### src/rtl/adc_ctl_pkg.sv
package adc_ctl_pkg;
  localparam int OFS_CFG   = 'h00;
  localparam int OFS_DATA  = 'h04;
  localparam int OFS_FLAG  = 'h08;
  localparam int OFS_SAMP  = 'h0C;
  localparam int OFS_PWR   = 'h10;
  localparam int OFS_COUNT = 'h20;
  localparam int GO_BIT    = 4;
  localparam int MODE_BIT  = 5;
  localparam int PWR_BIT   = 0;
endpackage

### src/rtl/adc_ctl_power.sv
module adc_ctl_power #(
  parameter int SETTLE_CYC = 6
) (
  input  logic clk,
  input  logic rst_n,
  input  logic pd_wr,
  input  logic pd_val,
  output logic pwr_dn,
  output logic ready
);
  localparam int SW = $clog2(SETTLE_CYC + 1);
  localparam logic [SW-1:0] SETTLE_V = SW'(SETTLE_CYC);

  logic [SW-1:0] wait_q;

  always_ff @(posedge clk) begin
    if (!rst_n) begin
      pwr_dn <= 1'b1;
      wait_q <= '0;
    end else begin
      if (pd_wr) pwr_dn <= pd_val;
      if (pd_wr && !pd_val && pwr_dn) wait_q <= SETTLE_V;
      else if (pd_wr && pd_val)       wait_q <= '0;
      else if (wait_q != '0)          wait_q <= wait_q - 1'b1;
    end
  end

  assign ready = !pwr_dn && (wait_q == '0);
endmodule

### src/rtl/adc_ctl_launch.sv
module adc_ctl_launch #(
  parameter int CHW = 3
) (
  input  logic           clk,
  input  logic           rst_n,
  input  logic           cfg_wr,
  input  logic           go_bit,
  input  logic           mode_bit,
  input  logic [CHW-1:0] chan_in,
  input  logic           pwr_dn,
  input  logic           pd_kill,
  input  logic           ready,
  output logic [CHW-1:0] cfg_chan,
  output logic           cfg_mode,
  output logic           go_pend,
  output logic           start_q,
  output logic [CHW-1:0] issued_chan
);
  logic issue;
  assign issue = go_pend && ready && !pd_kill && !start_q;

  always_ff @(posedge clk) begin
    if (!rst_n) begin
      cfg_chan    <= '0;
      cfg_mode    <= 1'b0;
      go_pend     <= 1'b0;
      start_q     <= 1'b0;
      issued_chan <= '0;
    end else begin
      if (cfg_wr) begin
        cfg_chan <= chan_in;
        cfg_mode <= mode_bit;
      end
      if (pd_kill)                          go_pend <= 1'b0;
      else if (cfg_wr && go_bit && !pwr_dn) go_pend <= 1'b1;
      else if (issue)                       go_pend <= 1'b0;
      start_q <= issue;
      if (issue) issued_chan <= cfg_chan;
    end
  end
endmodule

### src/rtl/adc_ctl_results.sv
module adc_ctl_results #(
  parameter int CHW   = 3,
  parameter int RES_W = 10,
  parameter int CNT_W = 16
) (
  input  logic             clk,
  input  logic             rst_n,
  input  logic             clr_eoc,
  input  logic             done,
  input  logic [RES_W-1:0] result,
  input  logic [CHW-1:0]   issued_chan,
  output logic [RES_W-1:0] data_q,
  output logic [CHW-1:0]   samp_q,
  output logic             eoc_q,
  output logic [CNT_W-1:0] cnt_q
);
  always_ff @(posedge clk) begin
    if (!rst_n) begin
      data_q <= '0;
      samp_q <= '0;
      eoc_q  <= 1'b0;
      cnt_q  <= '0;
    end else begin
      if (clr_eoc)   eoc_q <= 1'b0;
      else if (done) eoc_q <= 1'b1;
      if (done) begin
        data_q <= result;
        samp_q <= issued_chan;
        cnt_q  <= cnt_q + 1'b1;
      end
    end
  end
endmodule

### src/rtl/adc_conv_ctrl.sv
module adc_conv_ctrl
  import adc_ctl_pkg::*;
#(
  parameter int NUM_CH     = 8,
  parameter int RES_W      = 10,
  parameter int SETTLE_CYC = 6,
  parameter int CNT_W      = 16,
  parameter int AW         = 6,
  localparam int CHW       = $clog2(NUM_CH)
) (
  input  logic             clk,
  input  logic             rst_n,
  input  logic [AW-1:0]    bus_addr,
  input  logic             bus_wr,
  input  logic [31:0]      bus_wdata,
  output logic [31:0]      bus_rdata,
  output logic             conv_pwr_down,
  output logic             conv_start,
  output logic [CHW-1:0]   conv_chan,
  input  logic             conv_done,
  input  logic [RES_W-1:0] conv_result
);
  logic wr_cfg, wr_pwr, pd_kill, clr_eoc, pwr_dn, ready;
  logic go_pend, cfg_mode, eoc_q;
  logic [CHW-1:0]   cfg_chan, samp_q;
  logic [RES_W-1:0] data_q;
  logic [CNT_W-1:0] cnt_q;
  logic unused_wdata;

  assign wr_cfg  = bus_wr && (bus_addr == AW'(OFS_CFG));
  assign wr_pwr  = bus_wr && (bus_addr == AW'(OFS_PWR));
  assign pd_kill = wr_pwr && bus_wdata[PWR_BIT];
  assign clr_eoc = wr_cfg && bus_wdata[GO_BIT] && !pwr_dn;
  assign unused_wdata = ^{bus_wdata[31:MODE_BIT+1], bus_wdata[GO_BIT-1:CHW]};
  assign conv_pwr_down = pwr_dn;

  adc_ctl_power #(.SETTLE_CYC(SETTLE_CYC)) power_i (
    .clk(clk), .rst_n(rst_n), .pd_wr(wr_pwr), .pd_val(bus_wdata[PWR_BIT]),
    .pwr_dn(pwr_dn), .ready(ready)
  );

  adc_ctl_launch #(.CHW(CHW)) launch_i (
    .clk(clk), .rst_n(rst_n), .cfg_wr(wr_cfg), .go_bit(bus_wdata[GO_BIT]),
    .mode_bit(bus_wdata[MODE_BIT]), .chan_in(bus_wdata[CHW-1:0]),
    .pwr_dn(pwr_dn), .pd_kill(pd_kill), .ready(ready),
    .cfg_chan(cfg_chan), .cfg_mode(cfg_mode), .go_pend(go_pend),
    .start_q(conv_start), .issued_chan(conv_chan)
  );

  adc_ctl_results #(.CHW(CHW), .RES_W(RES_W), .CNT_W(CNT_W)) results_i (
    .clk(clk), .rst_n(rst_n), .clr_eoc(clr_eoc), .done(conv_done),
    .result(conv_result), .issued_chan(conv_chan),
    .data_q(data_q), .samp_q(samp_q), .eoc_q(eoc_q), .cnt_q(cnt_q)
  );

  always_comb begin
    bus_rdata = '0;
    case (bus_addr)
      AW'(OFS_CFG): begin
        bus_rdata[CHW-1:0] = cfg_chan;
        bus_rdata[GO_BIT]   = go_pend;
        bus_rdata[MODE_BIT] = cfg_mode;
      end
      AW'(OFS_DATA):  bus_rdata = 32'(data_q);
      AW'(OFS_FLAG):  bus_rdata = 32'(eoc_q);
      AW'(OFS_SAMP):  bus_rdata = 32'(samp_q);
      AW'(OFS_PWR):   bus_rdata = 32'(pwr_dn);
      AW'(OFS_COUNT): bus_rdata = 32'(cnt_q);
      default:        bus_rdata = '0;
    endcase
  end
endmodule

### config.mk
export PLATFORM = sky130hd
export DESIGN_NAME = adc_conv_ctrl
export DESIGN_NICKNAME = d
export VERILOG_FILES = /design/src/rtl/adc_ctl_pkg.sv /design/src/rtl/adc_ctl_power.sv /design/src/rtl/adc_ctl_launch.sv /design/src/rtl/adc_ctl_results.sv /design/src/rtl/adc_conv_ctrl.sv
export SDC_FILE = /design/constraint.sdc
export NUM_CORES = 1
export LEC_CHECK = 0
export ABC_AREA = 1
export BUFFER_PORTS_ARGS = -buffer_cell sky130_fd_sc_hd__buf_2
export CORE_UTILIZATION = 38
export DETAILED_ROUTE_END_ITERATION = 6
export PLACE_DENSITY_LB_ADDON = 0.05
export REMOVE_ABC_BUFFERS = 1
export SLEW_MARGIN = 0
export SYNTH_ARGS = -nofsm -noshare
export SYNTH_HDL_FRONTEND = slang
export SYNTH_SLANG_ARGS = --single-unit
export TNS_END_PERCENT = 1
### constraint.sdc
create_clock -name clk -period 1.5 [get_ports clk]
set_clock_uncertainty 0.2 [all_clocks]
set_input_delay 0.15 -clock clk [delete_from_list [all_inputs] [get_ports clk]]
set_output_delay 0.15 -clock clk [all_outputs]
set_load 0.1 [all_outputs]
# After elaboration in Yosys (flattened, before gate mapping)
# Index checks and enable logic that the tools add are counted.
# W data, S select, Z words.
dict set report word_totals {
  reg_bits 43
  input_bits 52
  out_inout_bits 37
  word_cells 52
}
dict set report classes {
  addsub 2
  eq_ne 5
  mux 9
  bitwise_logic 1
  n_reduce_logical 23
}
# op n
set ops {}
lappend ops {{$pmux W10 S2} 1}
lappend ops {{$pmux W3 S6} 1}
lappend ops {{$add A16 B1 Y16 const B} 1}
lappend ops {{$eq A6 B4 Y1 const B} 2}
lappend ops {{$logic_and A1 B1 Y1} 11}
lappend ops {{$mux W3} 3}
lappend ops {{$eq A6 B3 Y1 const B} 1}
lappend ops {{$eq A6 B5 Y1 const B} 1}
lappend ops {{$eq A6 B6 Y1 const B} 1}
lappend ops {{$logic_not A6 Y1} 1}
lappend ops {{$pmux W2 S3} 1}
lappend ops {{$reduce_bool A3 Y1} 2}
lappend ops {{$logic_not A1 Y1} 4}
lappend ops {{$reduce_or A2 Y1} 2}
lappend ops {{$logic_not A3 Y1} 1}
lappend ops {{$reduce_or A3 Y1} 1}
lappend ops {{$sub A3 B1 Y3 const B} 1}
lappend ops {{$mux W1} 2}
lappend ops {{$pmux W1 S2} 1}
lappend ops {{$reduce_bool A2 Y1} 1}
lappend ops {{$not A1 Y1} 1}

# Depth between registers and ports, before layout
dict set report depth {
  ltp_word 8
  mapped_depth 9
}

# By module
# From an unflattened synthesis, not the netlist that was laid out.
dict set report unflattened {
  cells_unflattened 361
  area_unflattened_um2 2399.8
}
# module instances cells_each area_each_um2 seq_area_each_um2
set by_module_without_submodules {}
lappend by_module_without_submodules {adc_ctl_results 1 174 1288.7 600.6}
lappend by_module_without_submodules {adc_conv_ctrl 1 111 548.0 0.0}
lappend by_module_without_submodules {adc_ctl_launch 1 41 329.1 180.2}
lappend by_module_without_submodules {adc_ctl_power 1 35 234.0 80.1}

# Least setup slack after synthesis
# No wires, ideal clock.
dict set report synth_timing {
  path_type {in2out}
  startpoint {input bus_addr[1]}
  endpoint {output bus_rdata[3]}
  arrival_ns 2.744
  required_ns 1.150
  path_slack_ns -1.594
  path_stages 4
  cell_sequence {nor2_2 -> nand3_1 -> clkbuf_1 -> o21ai_0}
}
dict set report synth_between {
  elab_chain_cells 2
  elab_cells_between_ends 3
  cone_classes {eq/ne (2); mux (1)}
}
# item line
set synth_rtl {}
lappend synth_rtl {{from (decl)} adc_conv_ctrl.sv:13} ;# input logic [AW-1:0] bus_addr,
lappend synth_rtl {{$eq A6 B6 Y1 / $eq A6 B3 Y1 (equally long branches)} adc_conv_ctrl.sv:58} ;# case (bus_addr)
lappend synth_rtl {{$pmux W1 S2 *} adc_conv_ctrl.sv:58}
lappend synth_rtl {{to (decl)} adc_conv_ctrl.sv:16} ;# output logic [31:0] bus_rdata,
# Mark *: on every way between the ends. The rest lies on a longest branch, timed or not.

# Worst setup path in the final report
dict set report layout_timing {
  startpoint {input bus_addr[1]}
  endpoint {output bus_rdata[5]}
}
dict set report layout_between {
  elab_chain_cells 2
  elab_cells_between_ends 4
  cone_classes {eq/ne (2); mux (1); reduce/logical (1)}
}
# item line
set layout_rtl {}
lappend layout_rtl {{$eq A6 B6 Y1 (tied with other cells)} adc_conv_ctrl.sv:58}
lappend layout_rtl {{$pmux W2 S3 *} adc_conv_ctrl.sv:58}
# Marks and branches as above.

==> impl_metrics.py <==
metrics = {
    "global_routing": {
        "grt_max_degree": 17,
        "first_global_vias": 2006,
        "antenna_found_initial": 0,
        "grt_overflow": 0,
        "globalRouteTotalUtil_pct": 18.9,
        "grt_pass1_wl_um": 9010,
    },
    "die": {
        "row_count": 27,
        "die_area_um2": 5950,
        "die_h_um": 77.2,
        "fp.dieW_um": 77.2,
        "start_util_pct": 39.2,
        "core_um2": 5470,
        "pin_count": 89,
    },
    "synth": {
        "synth.distinct_cells": 31,
        "ys_seq_area_share_pct": 40.1,
        "synthCells": 304,
        "yosys_warnings": 0,
        "syn-mean-instance-area_um2": 7.06,
        "ys_ff_latch": 43,
        "synth_area_um2": 2150,
    },
    "clock_tree": {
        "cts_buffers": 5,
        "h-tree-depth": 2,
        "cts-root-buf": "clkbuf_8",
        "clk_path_buf_depth": 2,
        "insertion_delay_ns": 0.31,
        "cts_tree": "yes",
        "clock-sinks": 43,
        "cts.clk_slew.worst_paths_ns": 0.08,
    },
    "critical_path": {
        "crit_required_ns": 1.15,
        "max_stage_delay_ns": 0.27,
        "worst_path_max_delay_cell": "clkbuf_16",
        "critPathKind": "input port to output port",
        "crit_family": "buffers and inverters",
        "path_cells": "buf_2 -> nor2_4 -> nand2_2 -> nor2_4 -> buf_6 -> nand2_2 -> o211ai_1 -> clkbuf_16",
        "crit_fanout": 4,
        "reg2reg_from": "results_i.cnt_q[0]$_SDFFE_PN0P_",
        "cp_data_arrival_time_ns": 1.22,
        "crit_start": "bus_addr[1]",
        "r2r_slack_ns": 0.07,
        "endpoint_kind": "output port",
        "critPathBufInv": 3,
        "start_kind": "input port",
    },
    "job": {
        "max_cap_violations": 0,
    },
    "routing": {
        "vias_per_cell": 4.55,
        "ant_nets": 0,
        "wl_per_cell_um": 11.2,
        "drc": 0,
        "vias": 2100,
        "wl_um": 5170,
        "drtIter0Drc": 61,
        "firstDrtPassIters": 4,
    },
    "sta": {
        "drv_slew": 0,
        "max_freq_mhz": 638,
        "fin_crit_sh_pct": 104,
        "setup_ws_ns": -0.0665,
        "hold_viol": 0,
        "finalSetupViolCount": 8,
        "grt_setup_unrepaired": "yes",
        "layout_min_cycle_time_ns": 1.57,
    },
    "final_layout": {
        "final_cell_mix": "nand2_1, nor2_1, dfxtp_1",
        "nets": 442,
        "num_antenna_cells": 0,
        "drive_above_1_share_pct": 37.9,
        "syn_to_final_growth_pct": 51.4,
        "final_area_um2": 3250,
        "fillers": 540,
        "final_common_cell": "nand2_1",
    },
    "pwr": {
        "swShare_pct": 31.8,
        "ir_drop_mv": 0.431,
        "p_clk_share_pct": 32.5,
        "p_total_mw": 2.37,
        "comb_power_share_pct": 17.4,
        "p_sw_uw": 754,
        "pwr-share-seq_pct": 50.1,
        "p_leak_nw": 1.38,
        "power_density_nw_per_um2": 729,
        "p_int_mw": 1.62,
    },
    "placement": {
        "detailed_place_hpwl_um": 3740,
        "gp_congestion": 0.749,
        "placed_area_um2": 2750,
        "port_buffers": 45,
    },
    "worst_hold_path": {
        "worstHoldPathType": "input port to flip-flop",
        "min-delay-start": "conv_done",
    },
    "status": {
        "status": "finished, violations left",
        "violations": "negative setup slack",
    },
}
cell type report:
type / instances / area [µm²] / area share [%]
Tap cell: 72 / 90.1 / 2.77
Sequential cell: 43 / 880 / 27.1
Timing Repair inverter: 1 / 5.00 / 0.154
Inverter: 29 / 114 / 3.50
Multi-Input combinational cell: 221 / 1200 / 37.0
Timing Repair Buffer: 88 / 866 / 26.6
Clock buffer: 5 / 68.8 / 2.12
Clock inverter: 3 / 25.0 / 0.770
per-stage QoR:
step	hold slack [ns]	cells	worst slack (ns)	util, %	setup TNS, ns
6_report	0.0296	462	-0.0665	59.4	-0.264
4_1_cts	0.00975	459	-0.0580	57.2	-0.313
3_3_place_gp	0.171	432	-0.214	50.3	-2.42
5_1_grt	0.0360	462	-0.144	59.4	-1.75
3_5_place_dp	0.177	432	-0.176	50.3	-2.20
2_1_floorplan	0.0341	293	-1.60	-	-16.79
kinds of logic after synthesis:
family                   after synthesis  share of synthesized area, %
adder cells (fa/ha/maj)                1                         0.583
AO/OA/AOI/OAI                         56                          14.2
AND/OR/NAND/NOR                      148                          31.9
buffers and inverters                 55                          13.1
flip-flops                            43                          40.1
other                                  1                         0.175
registers in the layout (all words and copies together), names as in the netlist:
register / cells
launch_i.go_pend: 1
launch_i.issued_chan: 3
launch_i.start_q: 1
results_i.samp_q: 3
results_i.eoc_q: 1
launch_i.cfg_mode: 1
results_i.cnt_q: 16
launch_i.cfg_chan: 3
results_i.data_q: 10
power_i.wait_q: 3
power_i.pwr_dn: 1
tightest hold or removal path, cell delays in order:
cell     delay (ns)
buf_2          0.18
nand2_4        0.07
inv_1          0.05
nor2_1         0.04
synth_stat cells (all sizes together):
| library cell | n | area (µm²) |
|---|---|---|
| a21oi | 21 | 105 |
| o211a | 1 | 10.0 |
| o21ai | 26 | 130 |
| nand4 | 4 | 25.0 |
| o211ai | 1 | 7.51 |
| nor2 | 57 | 259 |
| nand2 | 61 | 251 |
| dfxtp | 43 | 861 |
| a211oi | 1 | 7.51 |
| a31oi | 1 | 6.26 |
| clkinv | 1 | 3.75 |
| ha | 1 | 12.5 |
| nand3 | 21 | 115 |
| conb | 1 | 3.75 |
| a21boi | 1 | 7.51 |
| a22oi | 3 | 22.5 |
| nor3 | 5 | 35.0 |
| o21a | 1 | 7.51 |
| clkbuf | 6 | 22.5 |
| inv | 28 | 105 |
| buf | 20 | 149 |
power groups by stage:
stage          sequential [mW]  clock, mW  combinational, mW
2_1_floorplan             1.21          0              0.254
3_3_place_gp              1.21          0              0.355
3_5_place_dp              1.21          0              0.356
4_1_cts                   1.19      0.799              0.403
5_1_grt                   1.19      0.847              0.439
6_report                  1.19      0.771              0.413
what timing repair did:
item | CTS | global route
gates cloned | 1 | 0
endpoints found under the hold margin | 18 | 0
resized for setup | 42 | 30
endpoints found under the setup margin | 18 | 30
pin swaps | 7 | 8
buffers inserted | 2 | 3
hold buffers | 16 | 0
path summary, 6_finish.rpt:
kind / to / depth (start not counted)
max: bus_rdata[5] / 8
max reg2reg: results_i.cnt_q[12]$_SDFFE_PN0P_ / 6
min reg2reg: results_i.data_q[0]$_SDFFE_PN0P_ / 2
min: results_i.cnt_q[0]$_SDFFE_PN0P_ / 4
routing by layer:
metal	GRT usage (%)	vias up	part of all wire [%]
li1	-	1120	-
met1	24.8	927	49
met2	30.9	47	46
met3	3.93	6	3.7
met4	5.66	0	1.1
met5	0	-	0
Note: power is estimated with default switching activity, not from simulation.
